## src/rtl/dps_pkg.sv

```systemverilog
package dps_pkg;

  typedef enum logic [1:0] {
    DIR_DOWN = 2'b00,
    DIR_UP   = 2'b01,
    DIR_BOTH = 2'b10,
    DIR_BAD  = 2'b11
  } dps_dir_e;

  typedef enum logic [2:0] {
    S_IDLE  = 3'd0,
    S_MAN   = 3'd1,
    S_MEAS  = 3'd2,
    S_PROBE = 3'd3,
    S_LOCK  = 3'd4,
    S_ERR   = 3'd5
  } dps_state_e;

endpackage

```

## src/rtl/dps_rst_sync.sv

```systemverilog
module dps_rst_sync (
  input  logic clk,
  input  logic rst_n,
  output logic rst_n_s
);

  logic [1:0] sync_q;

  always_ff @(posedge clk or negedge rst_n) begin
    if (!rst_n) sync_q <= 2'b00;
    else        sync_q <= {sync_q[0], 1'b1};
  end

  assign rst_n_s = sync_q[1];

endmodule

```

## src/rtl/dps_cand_gen.sv

```systemverilog
module dps_cand_gen
  import dps_pkg::*;
#(
  parameter int CODE_W   = 9,
  parameter int CODE_MAX = 431
) (
  input  logic              clk,
  input  logic              rst_n,
  input  logic              load,
  input  logic [CODE_W-1:0] load_code,
  input  logic [1:0]        load_dir,
  input  logic              step,
  output logic [CODE_W-1:0] cur_code,
  output logic [CODE_W-1:0] next_code,
  output logic              has_next
);

  localparam int DW = CODE_W + 1;
  localparam logic [DW-1:0] MAXD = DW'(CODE_MAX);

  logic [CODE_W-1:0] base_q, base_d;
  logic [DW-1:0]     dist_q, dist_d;
  logic              up_q, up_d;
  logic [1:0]        dir_q, dir_d;

  logic [DW-1:0] n1_dist, n2_dist, nx_dist;
  logic          n1_up, n2_up, nx_up, two_way, ok1, ok2;

  function automatic logic legal_f(logic [DW-1:0] d, logic up, logic [CODE_W-1:0] b);
    if (up) return (({1'b0, b} + d) <= MAXD);
    else    return (d <= {1'b0, b});
  endfunction

  function automatic logic [CODE_W-1:0] code_f(logic [DW-1:0] d, logic up, logic [CODE_W-1:0] b);
    logic [DW-1:0] wide;
    wide = up ? ({1'b0, b} + d) : ({1'b0, b} - d);
    return wide[CODE_W-1:0];
  endfunction

  // Two positions of lookahead cover the one skip a side out of range can cause
  always_comb begin
    two_way = 1'b0;
    n1_dist = dist_q + DW'(1);
    n1_up   = 1'b0;
    case (dir_q)
      DIR_UP: n1_up = 1'b1;
      DIR_BOTH: begin
        two_way = 1'b1;
        if (up_q) begin
          n1_dist = dist_q;
          n1_up   = 1'b0;
        end else begin
          n1_up   = 1'b1;
        end
      end
      default: n1_up = 1'b0;
    endcase
    n2_dist = dist_q + DW'(1);
    n2_up   = two_way ? up_q : n1_up;
    ok1     = legal_f(n1_dist, n1_up, base_q);
    ok2     = two_way & legal_f(n2_dist, n2_up, base_q);
    nx_dist = ok1 ? n1_dist : n2_dist;
    nx_up   = ok1 ? n1_up : n2_up;
  end

  assign has_next  = ok1 | ok2;
  assign next_code = code_f(nx_dist, nx_up, base_q);
  assign cur_code  = code_f(dist_q, up_q, base_q);

  always_comb begin
    base_d = base_q;
    dist_d = dist_q;
    up_d   = up_q;
    dir_d  = dir_q;
    if (load) begin
      base_d = load_code;
      dist_d = '0;
      up_d   = (load_dir == DIR_UP);
      dir_d  = load_dir;
    end else if (step) begin
      dist_d = nx_dist;
      up_d   = nx_up;
    end
  end

  always_ff @(posedge clk or negedge rst_n) begin
    if (!rst_n) begin
      base_q <= '0;
      dist_q <= '0;
      up_q   <= 1'b0;
      dir_q  <= DIR_DOWN;
    end else if (load || step) begin
      base_q <= base_d;
      dist_q <= dist_d;
      up_q   <= up_d;
      dir_q  <= dir_d;
    end
  end

  // every candidate stays within the legal range
  a_r1_cand_legal: assert property (@(posedge clk) disable iff (!rst_n)
    cur_code <= CODE_W'(CODE_MAX));

  // the generator is only advanced when a further candidate exists
  a_r8_step_has_next: assert property (@(posedge clk) disable iff (!rst_n)
    step && !load |-> has_next);

endmodule

```

## src/rtl/dps_slope_eval.sv

```systemverilog
module dps_slope_eval #(
  parameter int CODE_W = 9,
  parameter int PH_W   = 5
) (
  input  logic [CODE_W-1:0] base_code,
  input  logic [PH_W-1:0]   base_ph,
  input  logic [CODE_W-1:0] probe_code,
  input  logic [PH_W-1:0]   probe_ph,
  input  logic              want_pos,
  output logic              slope_ok
);

  logic code_rises, ph_rises, ph_flat;

  always_comb begin
    code_rises = (probe_code > base_code);
    ph_rises   = (probe_ph > base_ph);
    ph_flat    = (probe_ph == base_ph);
    slope_ok   = !ph_flat && ((code_rises == ph_rises) == want_pos);
  end

endmodule

```

## src/rtl/dps_track_step.sv

```systemverilog
module dps_track_step #(
  parameter int CODE_W   = 9,
  parameter int CODE_MAX = 431,
  parameter int PH_W     = 5
) (
  input  logic [CODE_W-1:0] code,
  input  logic [PH_W-1:0]   phase,
  input  logic [PH_W-1:0]   target,
  input  logic              slope_pos,
  output logic [CODE_W-1:0] next_code
);

  localparam logic [CODE_W-1:0] MAX_C = CODE_W'(CODE_MAX);

  logic go_up;

  always_comb begin
    go_up     = ((phase < target) == slope_pos);
    next_code = code;
    if (phase != target) begin
      if (go_up && (code < MAX_C))      next_code = code + CODE_W'(1);
      else if (!go_up && (code != '0))  next_code = code - CODE_W'(1);
    end
  end

endmodule

```

## src/rtl/dly_phase_search.sv

```systemverilog
module dly_phase_search
  import dps_pkg::*;
#(
  parameter int CODE_W   = 9,
  parameter int CODE_MAX = 431,
  parameter int CODE_RST = 216,
  parameter int PH_W     = 5,
  parameter int PH_MAX   = 16
) (
  input  logic              clk,
  input  logic              rst_n,
  input  logic              start,
  input  logic              cfg_track,
  input  logic [CODE_W-1:0] cfg_start_dly,
  input  logic [1:0]        cfg_dir,
  input  logic [PH_W-1:0]   cfg_target,
  input  logic              cfg_slope_pos,
  input  logic              meas_valid,
  input  logic [PH_W-1:0]   meas_phase,
  output logic [CODE_W-1:0] dly_code,
  output logic              locked,
  output logic              search_err
);

  localparam logic [CODE_W-1:0] MAX_C   = CODE_W'(CODE_MAX);
  localparam logic [CODE_W-1:0] RST_C   = CODE_W'(CODE_RST);
  localparam logic [PH_W-1:0]   PHMAX_C = PH_W'(PH_MAX);

  logic rst_s;

  dps_state_e        st_q, st_d;
  logic [CODE_W-1:0] code_q, code_d;
  logic [PH_W-1:0]   tgt_q, bph_q;
  logic              pos_q;
  logic              locked_q, err_q;
  logic              cfg_en, bph_en;

  logic [CODE_W-1:0] start_clamped, probe_code, trk_code;
  logic [CODE_W-1:0] cg_code, cg_next;
  logic              cg_load, cg_step, cg_has_next, slope_ok;

  dps_rst_sync i_rst_sync (
    .clk     (clk),
    .rst_n   (rst_n),
    .rst_n_s (rst_s)
  );

  dps_cand_gen #(.CODE_W(CODE_W), .CODE_MAX(CODE_MAX)) i_cand_gen (
    .clk       (clk),
    .rst_n     (rst_s),
    .load      (cg_load),
    .load_code (start_clamped),
    .load_dir  (cfg_dir),
    .step      (cg_step),
    .cur_code  (cg_code),
    .next_code (cg_next),
    .has_next  (cg_has_next)
  );

  dps_slope_eval #(.CODE_W(CODE_W), .PH_W(PH_W)) i_slope_eval (
    .base_code  (cg_code),
    .base_ph    (bph_q),
    .probe_code (code_q),
    .probe_ph   (meas_phase),
    .want_pos   (pos_q),
    .slope_ok   (slope_ok)
  );

  dps_track_step #(.CODE_W(CODE_W), .CODE_MAX(CODE_MAX), .PH_W(PH_W)) i_track_step (
    .code      (code_q),
    .phase     (meas_phase),
    .target    (tgt_q),
    .slope_pos (pos_q),
    .next_code (trk_code)
  );

  assign start_clamped = (cfg_start_dly > MAX_C) ? MAX_C : cfg_start_dly;
  assign probe_code    = (cg_code < MAX_C) ? (cg_code + CODE_W'(1)) : (cg_code - CODE_W'(1));
  assign cfg_en        = cfg_track & start;

  always_comb begin
    st_d    = st_q;
    code_d  = code_q;
    cg_load = 1'b0;
    cg_step = 1'b0;
    bph_en  = 1'b0;
    if (!cfg_track) begin
      st_d   = S_MAN;
      code_d = start_clamped;
    end else if (start) begin
      if ((cfg_dir == DIR_BAD) || (cfg_target > PHMAX_C)) begin
        st_d = S_ERR;
      end else begin
        cg_load = 1'b1;
        code_d  = start_clamped;
        st_d    = S_MEAS;
      end
    end else begin
      case (st_q)
        S_MEAS: if (meas_valid) begin
          if (meas_phase == tgt_q) begin
            bph_en = 1'b1;
            code_d = probe_code;
            st_d   = S_PROBE;
          end else if (cg_has_next) begin
            cg_step = 1'b1;
            code_d  = cg_next;
          end else begin
            st_d = S_ERR;
          end
        end
        S_PROBE: if (meas_valid) begin
          if (slope_ok) begin
            code_d = cg_code;
            st_d   = S_LOCK;
          end else if (cg_has_next) begin
            cg_step = 1'b1;
            code_d  = cg_next;
            st_d    = S_MEAS;
          end else begin
            st_d = S_ERR;
          end
        end
        S_LOCK: if (meas_valid) code_d = trk_code;
        default: ;
      endcase
    end
  end

  always_ff @(posedge clk or negedge rst_s) begin
    if (!rst_s) begin
      st_q     <= S_IDLE;
      code_q   <= RST_C;
      locked_q <= 1'b0;
      err_q    <= 1'b0;
    end else begin
      st_q     <= st_d;
      code_q   <= code_d;
      locked_q <= (st_d == S_LOCK);
      err_q    <= (st_d == S_ERR);
    end
  end

  always_ff @(posedge clk or negedge rst_s) begin
    if (!rst_s) begin
      tgt_q <= '0;
      pos_q <= 1'b1;
    end else if (cfg_en) begin
      tgt_q <= cfg_target;
      pos_q <= cfg_slope_pos;
    end
  end

  always_ff @(posedge clk or negedge rst_s) begin
    if (!rst_s)      bph_q <= '0;
    else if (bph_en) bph_q <= meas_phase;
  end

  assign dly_code   = code_q;
  assign locked     = locked_q;
  assign search_err = err_q;

  // the delay line never sees an illegal code
  a_r1_code_legal: assert property (@(posedge clk) disable iff (!rst_s)
    dly_code <= MAX_C);

  // no code change while a search waits for a measurement
  a_r6_wait_strobe: assert property (@(posedge clk) disable iff (!rst_s)
    (st_q == S_MEAS || st_q == S_PROBE) && !meas_valid && cfg_track && !start
    |=> $stable(dly_code));

  // invalid direction reports an error
  a_r4_bad_dir: assert property (@(posedge clk) disable iff (!rst_s)
    start && cfg_track && (cfg_dir == 2'b11) |=> search_err && !locked);

  // an out-of-range target reports an error
  a_r5_bad_target: assert property (@(posedge clk) disable iff (!rst_s)
    start && cfg_track && (cfg_target > PHMAX_C) |=> search_err && !locked);

  // lock only ever holds for a legal target
  a_r5_lock_legal_target: assert property (@(posedge clk) disable iff (!rst_s)
    locked |-> tgt_q <= PHMAX_C);

  // lock only follows a slope probe
  a_r7_lock_after_probe: assert property (@(posedge clk) disable iff (!rst_s)
    $rose(locked) |-> $past(st_q) == S_PROBE);

  // manual mode clears both flags
  a_r9_manual_flags: assert property (@(posedge clk) disable iff (!rst_s)
    !cfg_track |=> !locked && !search_err);

  // tracking moves the code by at most one per cycle
  a_r10_track_step: assert property (@(posedge clk) disable iff (!rst_s)
    locked && $past(locked) |->
      (dly_code == $past(dly_code)) ||
      (dly_code == $past(dly_code) + CODE_W'(1)) ||
      (dly_code + CODE_W'(1) == $past(dly_code)));

  // the two flags never coexist
  a_r8_flags_exclusive: assert property (@(posedge clk) disable iff (!rst_s)
    !(locked && search_err));

endmodule

```

## config.mk

```make
export PLATFORM = sky130hd
export DESIGN_NAME = dly_phase_search
export DESIGN_NICKNAME = d
export VERILOG_FILES = /design/src/rtl/dps_pkg.sv /design/src/rtl/dps_rst_sync.sv /design/src/rtl/dps_cand_gen.sv /design/src/rtl/dps_slope_eval.sv /design/src/rtl/dps_track_step.sv /design/src/rtl/dly_phase_search.sv
export SDC_FILE = /design/constraint.sdc
export NUM_CORES = 1
export LEC_CHECK = 0
export BUFFER_PORTS_ARGS = -buffer_cell sky130_fd_sc_hd__buf_4
export CAP_MARGIN = 10
export CORE_UTILIZATION = 45
export CTS_BUF_LIST = sky130_fd_sc_hd__clkbuf_2 sky130_fd_sc_hd__clkbuf_4 sky130_fd_sc_hd__clkbuf_8
export CTS_CLUSTER_SIZE = 8
export DETAILED_ROUTE_END_ITERATION = 6
export HOLD_SLACK_MARGIN = 0.03
export PLACE_DENSITY_LB_ADDON = 0.2
export SLEW_MARGIN = 20
export SYNTH_ARGS = -nofsm -noshare
export SYNTH_HDL_FRONTEND = slang
export SYNTH_SLANG_ARGS = --single-unit
```

## constraint.sdc

```tcl
create_clock -name clk -period 3.6 [get_ports clk]
set_input_delay 0.36 -clock clk [delete_from_list [all_inputs] [get_ports clk]]
set_output_delay 0.36 -clock clk [all_outputs]
set_load 0.01 [all_outputs]
```

==> flow_summary.json <==
{
  "slowest_stage": "dfrtp_2",
  "track_usage_pct": 31.68,
  "holdWs_ns": 0.2668,
  "fin_tns_setup_ns": -32.20,
  "power_frac_seq_pct": 13.5,
  "routedWlPerCell_um": 18.04,
  "row_count": 43,
  "worst_slack_ns": -1.938,
  "cts_tree": "built",
  "fin_worst_skew_ns": 0.01106,
  "grt_max_degree": 40,
  "r2r-start": "i_cand_gen.dist_q[0]",
  "vias_per_cell": 5.720,
  "intPower_w": 0.002786,
  "whs_path_depth": 2,
  "final.min_clock_period_ns": 5.538,
  "hp-class": "in2reg",
  "final.fill_count": 1142,
  "worstHoldStart": "cfg_slope_pos",
  "wl_um": 22960,
  "dieArea_um2": 14890,
  "ys_types": 75,
  "cts-htree-levels": 2,
  "p_clk_share_pct": 7.4,
  "globalRoute.totalOverflow": 0,
  "vias": 7282,
  "ff2ff_setup_slack_ns": -1.94,
  "tightest_slew_ns": 0.9672,
  "clk_pin_slew_ns": 0.11,
  "multi_input_area_um2": 5515,
  "initial_core_util_pct": 46.34,
  "netlist_area_um2": 6482,
  "portBuffers": 37,
  "syn_avg_cell_area_um2": 7.983,
  "yosysWarnings": 0,
  "yosysSeqAreaShare_pct": 19.01,
  "finalHoldViolations": 0,
  "maxSlewHeadroom_pct": 35.52,
  "grt_pass1_wl_um": 36260,
  "cts_buffer_depth": 2,
  "fp.dieW_um": 122.0,
  "route.antenna.remaining_nets": 0,
  "placed_cell_area_um2": 8859,
  "cts_buffers": 5,
  "leakagePower_nw": 4.681,
  "path_buf_inv": 4,
  "worst_setup_path_end_kind": "register",
  "synth_flop_cell": "dfrtp_1",
  "synthArstFlopShare_pct": 100.0,
  "fmax_ghz": 0.1806,
  "core_um2": 13990,
  "synth.area.top_cells": "ha_1, dfrtp_1, xnor2_1, nand2_1, inv_1",
  "drt_first_pass_iters": 7,
  "yosys.area.top_type": "ha_1",
  "violations": "negative setup slack",
  "maxCapViolCount": 0,
  "fin_crit_sh_pct": 153.8,
  "dpl.cell_count": 1236,
  "max_stage_delay_ns": 0.46,
  "worst_r2r_path_depth": 27,
  "synth_edf_count": 0,
  "worstSetupPathType": "reg2reg",
  "antenna_found_initial": 0,
  "rr_endpoint": "dly_code[5]",
  "fin_nets": 1219,
  "cp_top_family": "compound AO/OA/AOI/OAI gates",
  "arrival_ns": 5.77,
  "layout-drive-gt1-share_pct": 39.43,
  "crit_required_ns": 3.83,
  "place_hpwl_um": 18320,
  "synth_top_area_share_pct": 18.14,
  "path_depth": 27,
  "p_switching_w": 0.002171,
  "ir_worst_vdd_uv": 297.7,
  "grt_pass1_vias": 7357,
  "fin_total_pwr_w": 0.004957,
  "antenna_cells": 0,
  "area_growth_pct": 48.91,
  "route.detailed.drc": 0,
  "synth_nets": 939,
  "setup_viol": 25,
  "powerDensity_nw_per_um2": 513.5,
  "syn_inst": 812,
  "ioPinCount": 38,
  "globalplace.congestion": 0.9781,
  "drt-initial-drc-count": 524,
  "pwr-share-comb_pct": 79.1,
  "critPathLaunchType": "register",
  "slew_violations": 0,
  "p_sw_share_pct": 43.79,
  "crit_fanout": 4,
  "fin_cells": 1273,
  "hold_end": "pos_q",
  "design_area_um2": 9653,
  "cts.sink_count": 49,
  "rsz0062_at_grt": "yes",
  "yosys_register_bits": 49,
  "clock_latency_ns": 0.33,
  "seqCellArea_um2": 1237,
  "die_y_um": 122.0,
  "root_buffer": "clkbuf_8",
  "outcome": "complete, but fails checks"
}
worst max path at each step:
stage / slack (ns) / start / to
after floorplan: -1.76 / i_cand_gen.dir_q[0] / dly_code[5]
after global placement: -1.87 / i_cand_gen.dir_q[0] / dly_code[8]
after detailed placement: -2.00 / i_cand_gen.dist_q[0] / dly_code[5]
after CTS: -1.86 / i_cand_gen.dir_q[0] / dly_code[8]
after global routing: -2.14 / i_cand_gen.dir_q[0] / dly_code[7]
final: -1.94 / i_cand_gen.dist_q[0] / dly_code[5]
layout by cell type (no fill, tap or decap), types with 15 or more instances in the layout:
master	synthesis	routed
nor3_1	39	32
nand3_1	24	16
nor2_1	62	59
ha_1	94	82
a21oi_1	48	41
a21o_1	18	18
nand2_1	71	65
dfrtp_1	44	40
o21ai_0	42	31
xor2_1	22	19
nor2b_1	19	19
inv_1	67	61
buf_4	1	282
xnor2_1	45	39
mux2i_1	20	15
final cells by class:
cell class	instances	area share [%]
Clock buffer	6	0.7907
Clock inverter	2	0.1426
Inverter	67	2.683
Multi-Input combinational cell	671	57.14
Sequential cell	49	12.82
Tap cell	180	2.333
Timing Repair Buffer	298	24.10
metal layers:
layer | track usage, % | wire length [um]
met1 | 42.10 | 10250
met2 | 51.20 | 10430
met3 | 6.320 | 1637
met4 | 10.11 | 642
met5 | 0 | 0
registers in the layout, indices dropped and copies added, names as in the netlist:
| signal | count |
|---|---|
| search_err | 1 |
| pos_q | 1 |
| dly_code | 9 |
| i_rst_sync.sync_q | 2 |
| bph_q | 5 |
| tgt_q | 5 |
| i_cand_gen.dist_q | 10 |
| locked | 1 |
| i_cand_gen.up_q | 1 |
| i_cand_gen.base_q | 9 |
| i_cand_gen.dir_q | 2 |
| st_q | 3 |
synth_stat cells, types with 6 or more instances:
cell	count
fa_1	6
o31ai_1	6
a21oi_1	48
o211ai_1	6
xor2_1	22
clkbuf_1	20
nor3_1	39
xnor2_1	45
nand2b_1	11
nor4_1	8
nand2_1	71
nor2b_1	19
ha_1	94
a21o_1	18
a221oi_1	7
mux2i_1	20
inv_1	67
a22oi_1	7
nor2_1	62
and3_1	6
nand3_1	24
dfrtp_1	44
a31oi_1	12
o21ai_0	42
mux2_2	8
stage by stage:
step / util [%] / setup WS [ns]
final: 69.01 / -1.938
after CTS: 68.03 / -1.860
after global routing: 69.01 / -2.136
after detailed placement: 63.33 / -2.000
after global placement: 63.33 / -1.873
after floorplan: - / -1.761
power groups by stage:
| stage | Sequential, W | Combinational, W | Clock (W) |
|---|---|---|---|
| finish | 0.000671 | 0.00392 | 0.000365 |
| CTS | 0.000672 | 0.00378 | 0.000372 |
| detailed placement | 0.000679 | 0.00347 | 0 |
| global route | 0.000680 | 0.00426 | 0.000397 |
| floorplan | 0.000706 | 0.00206 | 0 |
| global placement | 0.000677 | 0.00338 | 0 |
repair_timing:
action	in CTS	in global routing
buffers inserted	24	5
pin swaps	44	28
endpoints found under the setup margin	25	25
gates resized for setup	82	18
hold buffers	1	0
endpoints found under the hold margin	2	0
kinds of logic (layout without fill, tap and decap cells):
group | count (synthesis) | count (layout) | share of synthesized area, %
AO/OA/AOI/OAI | 201 | 201 | 20.86
XOR/XNOR | 67 | 67 | 9.052
adder cells (fa/ha/maj) | 100 | 100 | 20.00
buffers and inverters | 92 | 373 | 5.559
flip-flops | 49 | 49 | 19.01
multiplexers | 31 | 31 | 4.999
other | 1 | 1 | 0.05785
AND/OR/NAND/NOR | 271 | 271 | 20.46
worst reg2reg max path, cell delays in order, from the launching register on:
cell      delay [ns]
dfrtp_2         0.46
ha_4            0.18
buf_4           0.16
nand2_2         0.07
xor2_2          0.15
inv_1           0.13
ha_1            0.24
nor2b_1         0.17
or3_4           0.33
or4_4           0.41
a22o_1          0.28
a221oi_4        0.38
o31ai_4         0.14
buf_4           0.16
o21ai_4         0.16
ha_4            0.22
inv_2           0.06
mux2i_4         0.07
ha_1            0.30
a21o_1          0.19
a21oi_4         0.15
nor2b_1         0.06
o21ai_1         0.17
nand2b_1        0.09
xor2_1          0.14
mux2i_1         0.19
o211ai_1        0.13
o221a_1         0.26
Note: power is estimated with default switching activity, not from simulation.
